### config.mk
export PLATFORM = sky130hd
export DESIGN_NAME = tri_op_cpu
export DESIGN_NICKNAME = d
export VERILOG_FILES = /design/src/rtl/tri_op_cpu.sv
export SDC_FILE = /design/constraint.sdc
export NUM_CORES = 1
export LEC_CHECK = 0
export BUFFER_PORTS_ARGS = -buffer_cell sky130_fd_sc_hd__buf_4
export CELL_PAD_IN_SITES_DETAIL_PLACEMENT = 2
export CELL_PAD_IN_SITES_GLOBAL_PLACEMENT = 2
export CORE_MARGIN = 2
export CORE_UTILIZATION = 33
export DETAILED_ROUTE_END_ITERATION = 8
export HOLD_SLACK_MARGIN = 0.02
export PLACE_DENSITY = 0.86
export SYNTH_ARGS = -nofsm -noshare
export SYNTH_HDL_FRONTEND = slang
export SYNTH_SLANG_ARGS = --single-unit
### constraint.sdc
create_clock -name clk -period 2.9 [get_ports clk]
set_input_delay 0.435 -clock clk [delete_from_list [all_inputs] [get_ports clk]]
set_output_delay 0.435 -clock clk [all_outputs]
set_load 0.01 [all_outputs]
### src/rtl/tri_op_cpu.sv
module tri_op_cpu #(
  parameter int ADDR_W = 7
) (
  input  logic                    clk,
  input  logic                    rst,
  output logic [ADDR_W-1:0]       mem_addr,
  output logic [2*ADDR_W+1:0]     mem_wdata,
  output logic                    mem_we,
  input  logic [2*ADDR_W+1:0]     mem_rdata,
  output logic [ADDR_W-1:0]       pc_o,
  output logic                    flag_o,
  output logic                    halted_o
);
  localparam int DW = 2*ADDR_W + 2;
  localparam logic [1:0] OP_BR  = 2'b00;
  localparam logic [1:0] OP_ADD = 2'b01;
  localparam logic [1:0] OP_NOR = 2'b10;
  localparam logic [1:0] OP_NOP = 2'b11;

  typedef enum logic [2:0] {
    S_FETCH, S_DEC, S_OPA, S_OPB, S_WB, S_INC, S_HALT
  } state_t;

  state_t            state_q;
  logic [ADDR_W-1:0] pc_q;
  logic              f_q;
  logic              halt_q;
  logic [DW-1:0]     ir_q;
  logic [DW-1:0]     opa_q, opb_q;
  logic [DW-1:0]     result;
  logic              new_flag;

  wire [1:0]        rd_op = mem_rdata[DW-1 -: 2];
  wire [ADDR_W-1:0] rd_a1 = mem_rdata[2*ADDR_W-1 -: ADDR_W];
  wire [1:0]        ir_op = ir_q[DW-1 -: 2];
  wire [ADDR_W-1:0] ir_a2 = ir_q[ADDR_W-1:0];

  always_comb begin
    result   = '0;
    new_flag = 1'b0;
    if (ir_op == OP_ADD) begin
      {new_flag, result} = {1'b0, opa_q} + {1'b0, opb_q};
    end else begin
      result   = ~(opa_q | opb_q);
      new_flag = (result == '0);
    end
  end

  always_comb begin
    case (state_q)
      S_DEC:        mem_addr = rd_a1;
      S_OPA, S_OPB,
      S_WB:         mem_addr = ir_a2;
      default:      mem_addr = pc_q;
    endcase
  end

  assign mem_we    = (state_q == S_WB);
  assign mem_wdata = result;
  assign pc_o      = pc_q;
  assign flag_o    = f_q;
  assign halted_o  = halt_q;

  always_ff @(posedge clk) begin
    if (rst) begin
      state_q <= S_FETCH;
      pc_q    <= '0;
      f_q     <= 1'b0;
      halt_q  <= 1'b0;
      ir_q    <= '0;
      opa_q   <= '0;
      opb_q   <= '0;
    end else begin
      case (state_q)
        S_FETCH: state_q <= S_DEC;
        S_DEC: begin
          ir_q <= mem_rdata;
          case (rd_op)
            OP_BR: begin
              f_q     <= 1'b0;
              state_q <= S_FETCH;
              if (!f_q) begin
                pc_q <= rd_a1;
                if (rd_a1 == pc_q) begin
                  halt_q  <= 1'b1;
                  state_q <= S_HALT;
                end
              end else begin
                pc_q <= pc_q + 1'b1;
              end
            end
            OP_NOP: begin
              pc_q    <= pc_q + 1'b1;
              state_q <= S_FETCH;
            end
            default: state_q <= S_OPA;
          endcase
        end
        S_OPA: begin
          opa_q   <= mem_rdata;
          state_q <= S_OPB;
        end
        S_OPB: begin
          opb_q   <= mem_rdata;
          state_q <= S_WB;
        end
        S_WB: begin
          f_q     <= new_flag;
          state_q <= S_INC;
        end
        S_INC: begin
          pc_q    <= pc_q + 1'b1;
          state_q <= S_FETCH;
        end
        default: state_q <= S_HALT;
      endcase
    end
  end


  reset_state_chk: assert property (@(posedge clk)
    rst |=> (pc_q == '0 && !f_q && !halt_q && !mem_we));


  single_write_chk: assert property (@(posedge clk) disable iff (rst)
    mem_we |=> !mem_we);


  br_clears_flag_chk: assert property (@(posedge clk) disable iff (rst)
    (state_q == S_DEC && rd_op == OP_BR) |=> !f_q);


  nop_step_chk: assert property (@(posedge clk) disable iff (rst)
    (state_q == S_DEC && rd_op == OP_NOP) |=>
      (f_q == $past(f_q) && pc_q == $past(pc_q) + 1'b1 && !mem_we));


  halt_hold_chk: assert property (@(posedge clk) disable iff (rst)
    halt_q |=> (halt_q && $stable(pc_q) && $stable(f_q) && !mem_we));
endmodule

==> metrics.txt <==
RSZ-0062 raised after global routing true; number of vias per cell 5.462; Detail Placement HPWL 10230 µm; startpoint of the lowest-slack hold path mem_rdata[2]; share of async-settable or async-resettable flops after synthesis 0; distinct cell type count after synthesis 65; share of post-route cells with drive strength above 1 0.2115; worst-case reg-to-reg path depth 7; count of unresolved DRC violations after routing 0; core box area 11320 µm²; die width 111.4 µm; Pwr Density 409.5 nW/µm²; CTS Hold Bufs 0; EDFF count, synth 0; power dissipated by switching net loads 610.5 µW; overall via count from detail_route 3829; post-route antenna net violation count 0; worst path required time 2.47 ns; internal power 1286 µW; via count of the first global-routing pass 4083; Worst R2R Start opa_q[8]; number of clock buffers inserted by TritonCTS 5; classification of the worst-slack hold path in2reg; startpoint-to-endpoint class of the critical path reg2out; part of the power in registers 0.422; CTS Buffer Depth 2; wire length of the first global-routing pass 21530 µm; static leakage power 0.001757 µW; insertion delay of the later-clocked pin in the worst-skew pair 0.30 ns; fin crit share 0.9986; slowest cell on the critical path sky130_fd_sc_hd__fa_2; number of max-cap violations 0; final hold violation count 0; final setup violating endpoints 0; input/output buffers 50; first-pass iteration count of the detailed router 5; status completed; net switching fraction of the power 0.3218; final-stage net count 611; number of antenna violations at the first check in global routing 0; clock tree from TritonCTS yes; Inserted Diodes 0; endpoint arrival time on the critical path 2.46 ns; most instantiated flip-flop cell in the synthesis netlist sky130_fd_sc_hd__dfxtp_1; fmax 345.3 MHz; time the worst path needs with I/O delays and setup 2.896 ns; IO Pins 51; worst voltage drop across the vdd grid 0.0002202 V; final number of max-transition violations 0; total wire length after detailed routing 14440 µm; part of the Yosys area used for sequential elements 0.2789; Die Outline Area 12400 µm²; cell count after placement 686; Avg Cell Area, Syn 7.345 µm²; list of cells traversed by the critical path ha_4 > fa_2 > a21oi_4 > o221ai_4 > a2111oi_4 > o21ai_1 > a31oi_1 > buf_4; pin count of the biggest net entering global routing 54; Worst Tran Pin Value 0.7297 ns; Clock Skews 0.01047 ns; critical-path maximum fanout 4; Largest stage delay, worst path 0.43 ns; combinational fraction of design power 0.257; worst hold margin 0.3952 ns; effective utilization at floorplan 0.3361; drt wl/cell 20.59 µm; number of filler cells placed in the layout 1343; clk sinks 53; count of non-filler cells in the finished layout 701; Worst Hold Path EP opb_q[2]; total nets after synthesis 572; Clock Pin Slew Worst Setup and Hold Paths 0.08 ns; overflow left after global routing 0; root buf cell sky130_fd_sc_hd__clkbuf_16; Die Height 111.4 µm; Startpoint Class flop; Slew HR 0.5119; Worst Setup End Kind primary output; number of levels the H-tree was split into 2; capture instance of the worst register-to-register path flag_o; register-to-register path setup slack 0.78 ns; register bit count reported by yosys 53; combined flip-flop and latch cell area 1080 µm²; 1st-iter DRT viols 158; area growth from synthesis to layout 21.74%; GRT Overall Usage 0.2129; part of the total power dissipated in the clock network 0.321; worst hold stages 3; cell area after technology mapping 3805 µm²; combined area of the multi-input logic cells 2596 µm²; number of instances in the synthesized netlist 518; standard-cell row count 39; Final Wtd Congestion 0.8358; Ys Warns 0
-- metal layers --
metal | vias up | track usage | share of wire
met5 | - | 0 | 0
met4 | 0 | 0.05185 | 0.012
met3 | 20 | 0.01633 | 0.022
met2 | 68 | 0.3890 | 0.54
met1 | 1895 | 0.2727 | 0.43
li1 | 1846 | - | -
-- power groups by stage --
| stage | registers, µW | logic [µW] | clock network [µW] |
|---|---|---|---|
| finish | 800 | 488 | 609 |
| CTS | 799 | 476 | 615 |
| global route | 806 | 533 | 650 |
| floorplan | 802 | 274 | 0 |
| detailed placement | 816 | 469 | 0 |
| global placement | 811 | 444 | 0 |
-- synthesized netlist by cell type, types with 2 or more instances --
cell type                  instances  share of area
sky130_fd_sc_hd__nor4_1            4         0.0066
sky130_fd_sc_hd__a211oi_1          7          0.014
sky130_fd_sc_hd__buf_6             2         0.0059
sky130_fd_sc_hd__a21o_1            6          0.012
sky130_fd_sc_hd__nand2_1         110           0.11
sky130_fd_sc_hd__or3_1             2         0.0033
sky130_fd_sc_hd__nor3_1            8          0.011
sky130_fd_sc_hd__a21oi_1          65          0.085
sky130_fd_sc_hd__a31oi_1           4         0.0066
sky130_fd_sc_hd__dfxtp_1          53           0.28
sky130_fd_sc_hd__buf_2            10          0.013
sky130_fd_sc_hd__nand4_1           7          0.012
sky130_fd_sc_hd__inv_1            41          0.040
sky130_fd_sc_hd__and4_1            2         0.0046
sky130_fd_sc_hd__o21ai_0          19          0.025
sky130_fd_sc_hd__o22ai_1           7          0.012
sky130_fd_sc_hd__xnor2_1           9          0.021
sky130_fd_sc_hd__nor2_1           24          0.024
sky130_fd_sc_hd__nand2b_1          4         0.0066
sky130_fd_sc_hd__nor4b_1           2         0.0046
sky130_fd_sc_hd__o2111a_1          2         0.0059
sky130_fd_sc_hd__nor2b_1           4         0.0066
sky130_fd_sc_hd__nand3_1           7         0.0092
sky130_fd_sc_hd__a21oi_2           5          0.012
sky130_fd_sc_hd__buf_4             2         0.0039
sky130_fd_sc_hd__nor3b_1           6          0.012
sky130_fd_sc_hd__clkbuf_2          2         0.0026
sky130_fd_sc_hd__clkbuf_1         15          0.015
sky130_fd_sc_hd__and3_1            4         0.0066
sky130_fd_sc_hd__ha_1             35           0.12
sky130_fd_sc_hd__o21ai_1           5         0.0066
sky130_fd_sc_hd__xor2_1            4         0.0092
sky130_fd_sc_hd__and2_1            8          0.013
sky130_fd_sc_hd__or4_1             2         0.0039
-- registers in the layout, summed over array words and instances (netlist names) --
name and count:
opa_q 16, opb_q 16, ir_q 9, pc_o 7, state_q 3, flag_o 1, halted_o 1
-- stage by stage --
step           instance area (µm²)  utilization  setup WS, ns  power [µW]  TNS [ns]
2_1_floorplan                 3805            -        0.3660        1076         0
3_3_place_gp                  4250       0.3754        0.1213        1256         0
3_5_place_dp                  4250       0.3754       0.05430        1284         0
4_1_cts                       4461       0.3940      0.001864        1890         0
5_1_grt                       4632       0.4092       -0.1154        1989   -0.2789
6_report                      4632       0.4092      0.004193        1897         0
-- worst max path at each step --
stage / slack [ns] / endpoint / depth (start not counted) / start
detailed placement: 0.05 / mem_wdata[14] / 8 / opb_q[0]
finish: 0.004 / mem_wdata[14] / 8 / opa_q[0]
CTS: 0.002 / mem_wdata[14] / 8 / opa_q[6]
global placement: 0.12 / mem_wdata[14] / 8 / opa_q[0]
floorplan: 0.37 / mem_wdata[14] / 7 / opa_q[0]
global route: -0.12 / mem_wdata[14] / 8 / opa_q[0]
-- what timing repair did --
item | in CTS | in global routing
endpoints found under the hold margin | 0 | 0
gates resized for setup | 12 | 34
pin swaps | 4 | 15
endpoints found under the setup margin | 7 | 7
setup buffers | 1 | 6
gates cloned | 0 | 0
-- kinds of logic after synthesis --
group,Yosys count,share of synthesized area
DFF,53,0.2789
buffers and inverters,73,0.08188
adders and majority gates,36,0.1204
muxes,1,0.002631
and+or+nand+nor,204,0.2555
AOI/OAI and AO/OA,138,0.2308
xor gates and xnor gates,13,0.02992
-- placed cells by master, fill, tap and decap left out, drive strengths merged, types with 2 or more instances in the layout --
| cell type | instances |
|---|---|
| nand2 | 110 |
| a21oi | 71 |
| buf | 63 |
| dfxtp | 53 |
| inv | 43 |
| ha | 35 |
| nor2 | 24 |
| o21ai | 24 |
| xnor2 | 9 |
| nor3 | 9 |
| a211oi | 9 |
| nand3 | 8 |
| and2 | 8 |
| o22ai | 7 |
| nand4 | 7 |
| nor3b | 7 |
| a21o | 6 |
| clkbuf | 5 |
| nor2b | 5 |
| a31oi | 4 |
| nand2b | 4 |
| xor2 | 4 |
| nor4 | 4 |
| and3 | 4 |
| or4 | 3 |
| or3 | 2 |
| o2111a | 2 |
| nor4b | 2 |
| and4 | 2 |
-- cell type report --
cell class,instances,area share
clock buffers,5,0.02701
clock inverters,3,0.004592
inverters,42,0.03404
multi-input cells,392,0.5605
flip-flops and latches,53,0.2331
well taps,143,0.03863
repair buffers,63,0.1021
-- worst max-delay path, delay by kind of cell, from the launching register on --
| family | cells | cell delay (ns) |
|---|---|---|
| AO/OA/AOI/OAI | 5 | 1.08 |
| adder cells (fa/ha/maj) | 2 | 0.60 |
| buffers and inverters | 1 | 0.14 |
| flip-flops | 1 | 0.35 |
No activity file was read; power rests on OpenSTA's default activity.
